## config.mk

```make
export PLATFORM = sky130hd
export DESIGN_NAME = dbl_sieve_engine
export DESIGN_NICKNAME = d
export VERILOG_FILES = /design/src/rtl/dbl_sieve_pkg.sv /design/src/rtl/dbl_sieve_step.sv /design/src/rtl/dbl_sieve_cnt.sv /design/src/rtl/dbl_sieve_engine.sv
export SDC_FILE = /design/constraint.sdc
export NUM_CORES = 1
export LEC_CHECK = 0
export ABC_AREA = 1
export BUFFER_PORTS_ARGS = -buffer_cell sky130_fd_sc_hd__buf_2
export CAP_MARGIN = 25
export CORE_MARGIN = 2
export CORE_UTILIZATION = 60
export CTS_CLUSTER_DIAMETER = 50
export DETAILED_ROUTE_END_ITERATION = 10
export PLACE_DENSITY_LB_ADDON = 0.2
export SYNTH_ARGS = -nofsm -noshare
export SYNTH_HDL_FRONTEND = slang
export SYNTH_SLANG_ARGS = --single-unit
export TNS_END_PERCENT = 50
```

## constraint.sdc

```tcl
create_clock -name clk -period 5.6 [get_ports clk]
set_clock_uncertainty 0.15 [all_clocks]
set_input_delay 1.12 -clock clk [delete_from_list [all_inputs] [get_ports clk]]
set_output_delay 1.12 -clock clk [all_outputs]
set_load 0.01 [all_outputs]
```

## src/rtl/dbl_sieve_pkg.sv

```systemverilog
package dbl_sieve_pkg;
  typedef enum logic [1:0] {
    RES_LIMIT = 2'd0,
    RES_ZERO  = 2'd1,
    RES_CYCLE = 2'd2
  } res_code_e;
endpackage

```

## src/rtl/dbl_sieve_step.sv

```systemverilog
// One modular step: (2r - 1) reduced once by p. The reduce decision is the
// borrow of the trial subtraction, so no separate magnitude comparator.
module dbl_sieve_step #(
  parameter int W = 64
) (
  input  logic [W-1:0] r_i,
  input  logic [W-1:0] p_i,
  output logic [W-1:0] r_o
);
  logic [W-1:0] dbl;
  logic [W-1:0] dec;
  logic [W:0]   trial;

  always_comb begin
    dbl   = {r_i[W-2:0], 1'b0};
    dec   = dbl - {{(W-1){1'b0}}, 1'b1};
    trial = {1'b0, dec} - {1'b0, p_i};
    r_o   = trial[W] ? dec : trial[W-1:0];
  end
endmodule

```

## src/rtl/dbl_sieve_cnt.sv

```systemverilog
// Iteration counter with the stored ceiling and the over-limit flag.
module dbl_sieve_cnt #(
  parameter int NW = 32
) (
  input  logic          clk,
  input  logic          rst_n,
  input  logic          load_i,
  input  logic          inc_i,
  input  logic [NW-1:0] maxn_i,
  output logic [NW-1:0] n_o,
  output logic [NW-1:0] n_inc_o,
  output logic          over_o
);
  logic [NW-1:0] n_q, n_d, maxn_q;

  always_comb begin
    n_inc_o = n_q + 1'b1;
    n_d     = n_q;
    if (load_i)     n_d = {{(NW-1){1'b0}}, 1'b1};
    else if (inc_i) n_d = n_inc_o;
  end

  always_ff @(posedge clk or negedge rst_n) begin
    if (!rst_n) begin
      n_q    <= '0;
      maxn_q <= '0;
    end else begin
      n_q <= n_d;
      if (load_i) maxn_q <= maxn_i;
    end
  end

  assign n_o    = n_q;
  assign over_o = (n_q > maxn_q);

  assert_count_step_R3: assert property (@(posedge clk) disable iff (!rst_n)
    inc_i && !load_i |=> n_q == $past(n_q) + 1'b1);
  assert_limit_value_R4: assert property (@(posedge clk) disable iff (!rst_n)
    over_o && !load_i && n_q != '0 |-> n_q == maxn_q + 1'b1);
endmodule

```

## src/rtl/dbl_sieve_engine.sv

```systemverilog
module dbl_sieve_engine
  import dbl_sieve_pkg::*;
#(
  parameter int W  = 64,
  parameter int NW = 32
) (
  input  logic          clk,
  input  logic          rst_n,
  input  logic          start_i,
  input  logic [W-1:0]  p_i,
  input  logic [W-1:0]  r_i,
  input  logic [NW-1:0] maxn_i,
  output logic          busy_o,
  output logic          done_o,
  output logic [NW-1:0] n_o,
  output logic [1:0]    code_o
);
  logic          busy_q, busy_d, done_q, done_d;
  logic [W-1:0]  p_q, init_q, r_q, r_d, step_r;
  logic [NW-1:0] res_q, res_d, n_cur, n_inc;
  res_code_e     code_q, code_d;
  logic          load, inc, over;

  dbl_sieve_step #(.W(W)) u_step (
    .r_i (r_q),
    .p_i (p_q),
    .r_o (step_r)
  );

  dbl_sieve_cnt #(.NW(NW)) u_cnt (
    .clk     (clk),
    .rst_n   (rst_n),
    .load_i  (load),
    .inc_i   (inc),
    .maxn_i  (maxn_i),
    .n_o     (n_cur),
    .n_inc_o (n_inc),
    .over_o  (over)
  );

  always_comb begin
    busy_d = busy_q;
    done_d = 1'b0;
    r_d    = r_q;
    res_d  = res_q;
    code_d = code_q;
    load   = 1'b0;
    inc    = 1'b0;
    if (!busy_q) begin
      if (start_i) begin
        load   = 1'b1;
        busy_d = 1'b1;
        r_d    = r_i;
      end
    end else if (over) begin
      busy_d = 1'b0;
      done_d = 1'b1;
      res_d  = n_cur;
      code_d = RES_LIMIT;
    end else if (r_q == '0) begin
      busy_d = 1'b0;
      done_d = 1'b1;
      res_d  = n_cur;
      code_d = RES_ZERO;
    end else begin
      inc = 1'b1;
      r_d = step_r;
      if (step_r == init_q) begin
        busy_d = 1'b0;
        done_d = 1'b1;
        res_d  = n_inc;
        code_d = RES_CYCLE;
      end
    end
  end

  always_ff @(posedge clk or negedge rst_n) begin
    if (!rst_n) begin
      busy_q <= 1'b0;
      done_q <= 1'b0;
      r_q    <= '0;
      p_q    <= '0;
      init_q <= '0;
      res_q  <= '0;
      code_q <= RES_LIMIT;
    end else begin
      busy_q <= busy_d;
      done_q <= done_d;
      r_q    <= r_d;
      res_q  <= res_d;
      code_q <= code_d;
      if (load) begin
        p_q    <= p_i;
        init_q <= r_i;
      end
    end
  end

  assign busy_o = busy_q;
  assign done_o = done_q;
  assign n_o    = res_q;
  assign code_o = code_q;

  assert_residue_below_p_R3: assert property (@(posedge clk) disable iff (!rst_n)
    busy_q |-> r_q < p_q);
  assert_zero_exit_R5: assert property (@(posedge clk) disable iff (!rst_n)
    done_q && code_q == RES_ZERO |-> r_q == '0);
  assert_done_single_R7: assert property (@(posedge clk) disable iff (!rst_n)
    done_q |=> !done_q);
  assert_busy_drop_R7: assert property (@(posedge clk) disable iff (!rst_n)
    $fell(busy_q) |-> done_q);
  assert_done_idle_R7: assert property (@(posedge clk) disable iff (!rst_n)
    done_q |-> !busy_q);
  assert_result_hold_R8: assert property (@(posedge clk) disable iff (!rst_n)
    !done_d |=> $stable(res_q) && $stable(code_q));
endmodule

```

==> flow_summary_export.csv <==
group,metric,value,unit
global_routing,grt_pass1_vias,23106,
cells_and_area,drive_gt1_share,12.1,%
critical_path,cp-start-kind,"flop",
floorplanning,core,38600,um^2
placement,gp_congestion,1.07,
run_status,outcome,"finished clean",
timing,setup_tns,0,ns
min_path,hold_class,"reg -> reg",
logic_synthesis,syn_nets,4061,
timing,hold_viol,0,
critical_path,cpMostUsedCell,"nand2_1",
logic_synthesis,synthFlopType,"dfrtp_1",
timing,fin_crit,5.49,ns
global_routing,grt_pass1_wl,125000,um
clocking,cts_buffers,40,
critical_path,path_max_fanout,26,
route,drt_iter0_drc,2830,
floorplanning,die_w,202,um
run,maxCapViolCount,0,
route,highest_layer,"met5",
cells_and_area,final_util,70.8,%
route,dr_total_vias,25178,
timing,finalMaxSlewViolations,0,
logic_synthesis,yosysWarningCount,0,
cells_and_area,area_growth,16.6,%
cells_and_area,final_cells,4571,
route,postRouteAntennaNets,0,
clocking,cts_max_path_buffers,3,
logic_synthesis,async_flop_share,100,%
logic_synthesis,seq_area_frac_synth,31.2,%
floorplanning,rows,72,
critical_path,critPathArrivalTime,5.79,ns
clocking,htreeDepth,2,
global_routing,grt_antenna_before_repair,6,
global_routing,grt_util_all_layers,39.4,%
logic_synthesis,synth.distinct_cells,40,
route,wire_per_inst,17.9,um
route,dr.pass1.iters,8,
placement,place_ws,-0.0452,ns
timing,tightest_slew,1.09,ns
clocking,ctsRootBufferMaster,"clkbuf_16",
route,routed_wl,82000,um
clocking,clock-sinks,292,
floorplanning,dieArea,40700,um^2
route,wl_met3,9170,um
timing,fin_ws,0.114,ns
route,wl_met2,35100,um
critical_path,crit_type,"reg -> reg",
timing,finalSetupViolCount,0,
critical_path,critical-path-max-stage-delay,0.46,ns
logic_synthesis,synth_cells,3800,
floorplanning,die_h,202,um
placement,io_buffer_count,198,
route,routed_via_density,5.51,
cells_and_area,num-nets-final,4279,
clocking,clk_latency,0.58,ns
floorplanning,io_pins,199,
logic_synthesis,avgSynthCellArea,6.17,um^2
logic_synthesis,syn_area,23400,um^2
floorplanning,initial_core_util,60.8,%
critical_path,cp.required,5.90,ns
global_routing,grt_start_max_net_pins,147,
route,post-route-drc-count,0,
cells_and_area,fillers,3476,
placement,dpl.hpwl,62900,um
route,met1Wirelength,33900,um
logic_synthesis,ys_ff_latch,292,
timing,fin_crit_sh,98.0,%
clocking,cts.clk_slew.worst_paths,0.06,ns
placement,dp_cells,4481,
global_routing,grt_overflow,0,
clocking,cts_tree,"yes",
logic_synthesis,synth_edf_count,0,
timing,max_freq,182,MHz
timing,slew_headroom,27.6,%
critical_path,endpoint_kind,"flop",
critical_path,worst_path_max_delay_cell,"dfrtp_1",
## per-stage QoR
step	instance area, um^2	hold WS [ns]
4_1_cts	26600	0.331
2_1_floorplan	23400	0.303
3_3_place_gp	25300	0.305
3_5_place_dp	25300	0.308
6_report	27300	0.321
5_1_grt	27300	0.347
## worst paths after layout
check	slack, ns	endpoint	startpoint	cells past startpoint
worst min-delay path	0.32	n_o[20]$_DFFE_PN0P_	n_o[20]$_DFFE_PN0P_	2
worst min register to register	0.32	n_o[20]$_DFFE_PN0P_	n_o[20]$_DFFE_PN0P_	2
worst max-delay path	0.11	n_o[25]$_DFFE_PN0P_	r_q[14]$_DFFE_PN0P_	34
min in group asynchronous	0.39	p_q[2]$_DFFE_PN0P_	rst_n	1
worst max register to register	0.11	n_o[25]$_DFFE_PN0P_	r_q[14]$_DFFE_PN0P_	34
max in group asynchronous	3.75	p_q[50]$_DFFE_PN0P_	rst_n	2
## layout make-up
class	instances	area [um^2]	share of cell area [%]
diodes	4	10.0	0.0366
well taps	518	648	2.37
clock inverters	22	211	0.774
multi-input cells	2782	13800	50.6
repair buffers	284	1820	6.67
clock buffers	51	1140	4.19
inverters	618	2330	8.54
flip-flops and latches	292	7320	26.8
## Yosys cell counts, types with 35 or more instances
cell	count	area (um^2)
a21oi_1	59	295
clkbuf_1	76	285
dfrtp_1	292	7310
ha_1	98	1230
inv_1	612	2300
nand2_1	1404	5270
nand3_1	329	1650
nand3b_1	55	413
nor2_1	305	1140
nor3_1	35	175
o21ai_0	239	1200
xor2_1	82	718
## cells in the final DEF (no fill, tap or decap), types with 11 or more instances in the layout
cell / Yosys / layout
nand2_1: 1404 / 1389
inv_1: 612 / 610
nand3_1: 329 / 327
dfrtp_1: 292 / 286
nor2_1: 305 / 259
o21ai_0: 239 / 237
buf_2: 6 / 197
ha_1: 98 / 89
buf_4: 7 / 72
xor2_1: 82 / 60
a21oi_1: 59 / 57
nand3b_1: 55 / 55
clkbuf_16: 0 / 43
nor2_2: 6 / 40
nor3_1: 35 / 35
nand4_1: 29 / 29
a31oi_1: 29 / 29
o22ai_1: 29 / 29
xnor2_1: 27 / 25
nand2_2: 10 / 22
xor2_2: 0 / 21
o211ai_1: 15 / 15
nor2_4: 0 / 12
nor4_1: 11 / 11
## what timing repair did
item	4_1_cts	5_1_grt
gates cloned	0	4
pin swaps	0	18
setup buffers	0	8
gates resized for setup	4	123
setup endpoints to repair	35	36
hold buffers	0	0
## critical path: cells and delay by family, from the launching register on
kind,cells,cell delay (ns)
xor gates and xnor gates,1,0.29
and+or+nand+nor,24,2.62
DFF,1,0.46
adders and majority gates,1,0.38
buffers and inverters,6,1.07
AOI/OAI and AO/OA,2,0.37
## per-layer routing
| layer | GRT usage [%] | vias to the layer above |
|---|---|---|
| met2 | 60.1 | 1305 |
| met1 | 53.9 | 11363 |
| met3 | 9.26 | 200 |
| met5 | 0 | - |
| li1 | - | 12302 |
| met4 | 16.4 | 8 |
## cells by family (layout without fill, tap and decap cells)
logic type                 after synthesis  in the layout  share of synthesized area [%]
AOI/OAI and AO/OA                      381            381                           8.73
xor gates and xnor gates               109            109                           4.07
adders and majority gates               98             98                           5.23
buffers and inverters                  728            975                           12.1
DFF                                    292            292                           31.2
other                                    0              4                              0
and+or+nand+nor                       2192           2194                           38.7
## state kept, by name, summed over array words and instances (netlist names)
signal / count
u_cnt.n_o: 32
init_q: 64
r_q: 64
code_o: 2
u_cnt.maxn_q: 32
busy_o: 1
p_q: 64
done_o: 1
n_o: 32
Power is left out: the tool's default activity adds up to more than one toggle a clock period on the data nets, which glitch-free logic cannot reach.
